==> config.mk <==
export PLATFORM = sky130hd
export DESIGN_NAME = pkt_pattern_match
export DESIGN_NICKNAME = d
export VERILOG_FILES = /design/src/rtl/pm_pkg.sv /design/src/rtl/pm_beat_pipe.sv /design/src/rtl/pm_pattern_cmp.sv /design/src/rtl/pkt_pattern_match.sv
export SDC_FILE = /design/constraint.sdc
export NUM_CORES = 2
export LEC_CHECK = 0
export CORE_MARGIN = 4
export CORE_UTILIZATION = 40
export CTS_CLUSTER_DIAMETER = 100
export DETAILED_ROUTE_END_ITERATION = 8
export REMOVE_ABC_BUFFERS = 1
export SLEW_MARGIN = 20
export SYNTH_ARGS = -nofsm -noshare
export SYNTH_HDL_FRONTEND = slang
export SYNTH_SLANG_ARGS = --single-unit
==> constraint.sdc <==
create_clock -name clk -period 2.8 [get_ports clk]
set_clock_uncertainty 0.05 [all_clocks]
set_input_delay 0.28 -clock clk [delete_from_list [all_inputs] [get_ports clk]]
set_output_delay 0.28 -clock clk [all_outputs]
set_load 0.005 [all_outputs]
==> src/rtl/pm_pkg.sv <==
package pm_pkg;
    localparam int LANE_W = 8;
    localparam int LANES  = 8;
    localparam int WORD_W = LANE_W * LANES;

    typedef struct packed {
        logic              vld;
        logic              sop;
        logic              eop;
        logic [WORD_W-1:0] data;
    } beat_t;
endpackage

==> src/rtl/pm_beat_pipe.sv <==
module pm_beat_pipe
    import pm_pkg::*;
#(
    parameter int DEPTH = 16
) (
    input  logic  clk,
    input  logic  rst_n,
    input  logic  adv,
    input  beat_t in_beat,
    output beat_t win [DEPTH]
);
    beat_t stage_d [DEPTH];
    beat_t stage_q [DEPTH];

    // Shift one slot on every accepted beat; hold otherwise.
    always_comb begin
        stage_d = stage_q;
        if (adv) begin
            stage_d[0] = in_beat;
            for (int i = 1; i < DEPTH; i++) begin
                stage_d[i] = stage_q[i-1];
            end
        end
    end

    always_ff @(posedge clk) begin
        if (!rst_n) begin
            for (int i = 0; i < DEPTH; i++) begin
                stage_q[i] <= '0;
            end
        end else begin
            stage_q <= stage_d;
        end
    end

    assign win = stage_q;
endmodule

==> src/rtl/pm_pattern_cmp.sv <==
module pm_pattern_cmp
    import pm_pkg::*;
#(
    parameter int                      DEPTH    = 16,
    parameter int                      PAT_OFS  = 45,
    parameter int                      PAT_LEN  = 6,
    parameter logic [8*PAT_LEN-1:0]    PATTERN  = 48'hA1B2C3D4E5F6,
    parameter logic [PAT_LEN-1:0]      PAT_MASK = 6'b110111
) (
    input  beat_t win [DEPTH],
    output logic  hit
);
    // Beat (relative to the start beat) that holds the last pattern byte.
    localparam int LAST_B = (PAT_OFS + PAT_LEN - 1) / LANES;

    logic [PAT_LEN-1:0] byte_ok;
    logic [LAST_B:0]    eop_seen;
    logic               unused_win;

    // The start beat sits in the oldest slot; beat b of the packet is b slots younger.
    for (genvar i = 0; i < PAT_LEN; i++) begin : g_byte
        localparam int POS  = PAT_OFS + i;
        localparam int BEAT = POS / LANES;
        localparam int LANE = POS % LANES;
        localparam int SLOT = DEPTH - 1 - BEAT;
        localparam logic [LANE_W-1:0] WANT = PATTERN[LANE_W*(PAT_LEN-1-i) +: LANE_W];
        assign byte_ok[i] = !PAT_MASK[PAT_LEN-1-i]
                         || (win[SLOT].data[LANE_W*(LANES-1-LANE) +: LANE_W] == WANT);
    end

    // End-of-packet on any beat before the last pattern beat voids the match.
    for (genvar k = 0; k < LAST_B; k++) begin : g_eop
        assign eop_seen[k] = win[DEPTH-1-k].eop;
    end
    assign eop_seen[LAST_B] = 1'b0;

    assign hit = (&byte_ok) && !(|eop_seen);

    always_comb begin
        unused_win = 1'b0;
        for (int i = 0; i < DEPTH; i++) begin
            unused_win = unused_win ^ (^win[i]);
        end
    end
endmodule

==> src/rtl/pkt_pattern_match.sv <==
module pkt_pattern_match
    import pm_pkg::*;
#(
    parameter int                      WIN_BEATS = 16,
    parameter int                      PAT_OFS   = 45,
    parameter int                      PAT_LEN   = 6,
    parameter logic [8*PAT_LEN-1:0]    PATTERN   = 48'hA1B2C3D4E5F6,
    parameter logic [PAT_LEN-1:0]      PAT_MASK  = 6'b110111
) (
    input  logic              clk,
    input  logic              rst_n,
    input  logic              in_valid,
    input  logic              in_sop,
    input  logic              in_eop,
    input  logic [WORD_W-1:0] in_data,
    output logic              out_valid,
    output logic              out_sop,
    output logic              out_eop,
    output logic [WORD_W-1:0] out_data,
    output logic              out_match
);
    typedef struct packed {
        logic              vld;
        logic              sop;
        logic              eop;
        logic              match;
        logic [WORD_W-1:0] data;
    } out_t;

    beat_t in_beat;
    beat_t win [WIN_BEATS];
    beat_t head;
    logic  hit;
    out_t  out_d;
    out_t  out_q;

    assign in_beat = '{vld: 1'b1, sop: in_sop, eop: in_eop, data: in_data};

    pm_beat_pipe #(.DEPTH(WIN_BEATS)) u_pipe (
        .clk     (clk),
        .rst_n   (rst_n),
        .adv     (in_valid),
        .in_beat (in_beat),
        .win     (win)
    );

    pm_pattern_cmp #(
        .DEPTH    (WIN_BEATS),
        .PAT_OFS  (PAT_OFS),
        .PAT_LEN  (PAT_LEN),
        .PATTERN  (PATTERN),
        .PAT_MASK (PAT_MASK)
    ) u_cmp (
        .win (win),
        .hit (hit)
    );

    assign head = win[WIN_BEATS-1];

    // The oldest beat leaves on the same edge that a new beat enters.
    always_comb begin
        out_d       = out_q;
        out_d.vld   = 1'b0;
        out_d.sop   = 1'b0;
        out_d.eop   = 1'b0;
        out_d.match = 1'b0;
        if (in_valid && head.vld) begin
            out_d.vld   = 1'b1;
            out_d.sop   = head.sop;
            out_d.eop   = head.eop;
            out_d.data  = head.data;
            out_d.match = head.sop && hit;
        end
    end

    always_ff @(posedge clk) begin
        if (!rst_n) begin
            out_q <= '0;
        end else begin
            out_q <= out_d;
        end
    end

    assign out_valid = out_q.vld;
    assign out_sop   = out_q.sop;
    assign out_eop   = out_q.eop;
    assign out_data  = out_q.data;
    assign out_match = out_q.match;


    reset_clear_chk: assert property (@(posedge clk)
        !rst_n |=> (!out_valid && !out_match && !out_sop && !out_eop));


    idle_hold_chk: assert property (@(posedge clk) disable iff (!rst_n)
        !in_valid |=> (!out_valid && $stable(out_data)));


    flags_need_valid_chk: assert property (@(posedge clk) disable iff (!rst_n)
        (out_sop || out_eop) |-> out_valid);


    match_needs_sop_chk: assert property (@(posedge clk) disable iff (!rst_n)
        out_match |-> (out_sop && out_valid));
endmodule

==> results.py <==
metrics = {
    "placed_design": {
        "post-place-ws_ns": 0.835,
        "portBuffers": 136,
        "gp_congestion": 0.655,
        "hpwl_um": 37300,
    },
    "sta": {
        "finalCritPeriodShare_pct": 72.1,
        "finalWorstSetupSlack_ns": 0.781,
        "hold_violations": 0,
        "relSlewSlack_pct": 37.2,
        "fin_tns_setup_ns": 0,
        "slew_viol_final": 0,
        "worst_pin_slew_ns": 0.941,
        "setup_viol": 0,
        "timing.fmax_mhz": 495,
        "min_period_ns": 2.02,
        "rsz0062_at_grt": "no",
    },
    "setup_path": {
        "critical_path_class": "reg2out",
        "crit_path_start_kind": "flip-flop",
        "critPathTopFamily": "buffers and inverters",
        "crit_fanout": 2,
        "cp-end-kind": "primary output",
        "crit_chain": "clkdlybuf4s50_1",
        "cp.required_ns": 2.47,
        "worstPathArrival_ns": 1.69,
        "cp_num_buf_inv": 1,
        "reg2reg_slack_ns": 1.17,
        "crit_slowest_cell": "clkdlybuf4s50_1",
        "max_stage_delay_ns": 0.66,
    },
    "yosys": {
        "ys_warn_count": 0,
        "synth_seq_cells": 1140,
        "synth_seq_area_share_pct": 53.3,
        "yosys-top-cells-area": "dfxtp_1 (53%), mux2i_1 (25%), nor2b_1 (16%)",
        "ys_types": 22,
        "avgSynthCellArea_um2": 11.4,
        "synthCells": 3756,
        "synth_top_area_cell": "dfxtp_1",
        "yosysTopAreaCellShare_pct": 53.3,
        "syn_area_mm2": 0.0429,
    },
    "routing": {
        "viasPerCell": 4.51,
        "via_count": 23809,
        "firstDrtPassIters": 4,
        "ant_nets": 0,
        "drt_first_iter_violations": 1038,
        "drc_errors": 0,
        "wl_um": 67400,
        "wl_per_cell_um": 12.8,
    },
    "global_routing": {
        "antenna_found_initial": 0,
        "grt_pass1_vias": 23534,
        "grt_max_degree": 229,
        "grt_pass1_wl_um": 116000,
        "track_usage_pct": 11.9,
        "grt-ovfl-total": 0,
    },
    "die": {
        "std_cell_rows": 119,
        "dieArea_mm2": 0.112,
        "io_pins": 137,
        "core-area_mm2": 0.106,
        "die-width_um": 335,
        "start_util_pct": 40.5,
        "fp.dieH_um": 335,
    },
    "clocking": {
        "cts_tree": "built",
        "numCtsBuffers": 117,
        "cts_num_sinks": 1140,
        "worstSkewPairLatency_ns": 0.69,
        "post_cts_buffers": 0,
        "htree_levels": 3,
        "clk_transition_reported_paths_ns": 0.06,
        "cts_root_buf": "clkbuf_16",
        "cts_max_path_buffers": 3,
    },
    "final_layout": {
        "drive_gt1_share_pct": 5.99,
        "syn2layout_area_growth_pct": 14.5,
        "mostFrequentLayoutCell": "dfxtp_1",
        "final_cell_mix": "dfxtp_1 (1140), mux2i_1 (1071), nor2b_1 (1071)",
        "antennaDiodeCount": 0,
        "final_nets": 3857,
    },
    "power": {
        "p_leak_nw": 19.3,
        "ir_drop_mv": 0.443,
        "power.density_mw_per_mm2": 688,
    },
    "hold_path": {
        "hold_path.class": "in2reg",
    },
    "outcome": {
        "status": "complete, no violations",
    },
    "job": {
        "max_cap_viol_count": 0,
    },
}
==> flip-flops by register name, summed over array words and instances (netlist names) <==
signal	cells
u_pipe.win	1072
out_valid	1
out_eop	1
out_match	1
out_sop	1
out_data	64
==> per-stage QoR <==
stage	hold slack [ns]	area [µm²]	total power [W]	utilization [%]	cells
finish	0.0806	49100	0.0338	46.3	5278
global route	0.0716	49100	0.0352	46.3	5278
CTS	0.0315	49100	0.0345	46.3	5278
detailed placement	0.407	45000	0.0182	42.5	5059
global placement	0.397	45000	0.0182	42.5	5059
floorplan	0.340	41400	0.0174	-	3497
==> metal layers <==
layer | wire, µm | vias to the layer above | part of all wire (%) | GRT usage [%]
met5 | 0 | - | 0 | 0
met4 | 1820 | 0 | 2.7 | 3.97
met3 | 2760 | 127 | 4.1 | 2.71
met2 | 28600 | 216 | 42 | 18.7
met1 | 34300 | 10929 | 51 | 16.2
li1 | - | 12537 | - | -
==> worst min-delay path, stage by stage <==
cell	delay, ns
buf_16	0.20
mux2i_1	0.17
nor2b_1	0.09
==> synthesized netlist by cell type, drive strengths merged <==
cell / count
and4b: 3
nor4: 2
nand4: 3
mux2i: 1071
a21boi: 64
and3: 1
and2: 3
clkbuf: 124
nor2b: 1071
nand2: 130
nor4b: 3
buf: 135
or4b: 1
o21a: 1
nor4bb: 2
dfxtp: 1140
nand4b: 1
nor2: 1
==> power breakdown <==
group          switching, W  leakage (nW)  total, W  internal, W
logic              0.000664          8.11   0.00141     0.000747
registers         0.0000631          9.20    0.0164       0.0163
clock network       0.00635          2.00    0.0159      0.00960
total               0.00707          19.3    0.0338       0.0267
==> kinds of logic after synthesis <==
group / count (synthesis) / share of synthesized area (%)
and+or+nand+nor: 1221 / 17.2
DFF: 1140 / 53.3
muxes: 1071 / 25.0
buffers and inverters: 259 / 3.44
AOI/OAI and AO/OA: 65 / 1.14
==> layout make-up <==
class / instances / area [µm²]
clock buffers: 171 / 3430
clock inverters: 47 / 617
fillers: 9852 / 56800
multi-input cells: 2357 / 18600
flip-flops and latches: 1140 / 22800
well taps: 1391 / 1740
repair buffers: 172 / 1880
==> what timing repair did <==
action / in CTS / in global routing
hold endpoints to repair: 24 / 0
resized for setup: 0 / 0
hold buffers: 1 / 0
==> final timing paths <==
kind | from | cells past startpoint | endpoint
max | out_data[20]$_SDFFE_PN0P_ | 1 | out_data[20]
min | in_valid | 3 | u_pipe.win[591]$_SDFFE_PN0P_
max reg2reg | u_pipe.win[451]$_SDFFE_PN0P_ | 3 | out_match$_SDFF_PN0_
min reg2reg | u_pipe.win[0]$_SDFFE_PN0P_ | 2 | out_data[0]$_SDFFE_PN0P_
No activity file was read; power rests on OpenSTA's default activity.
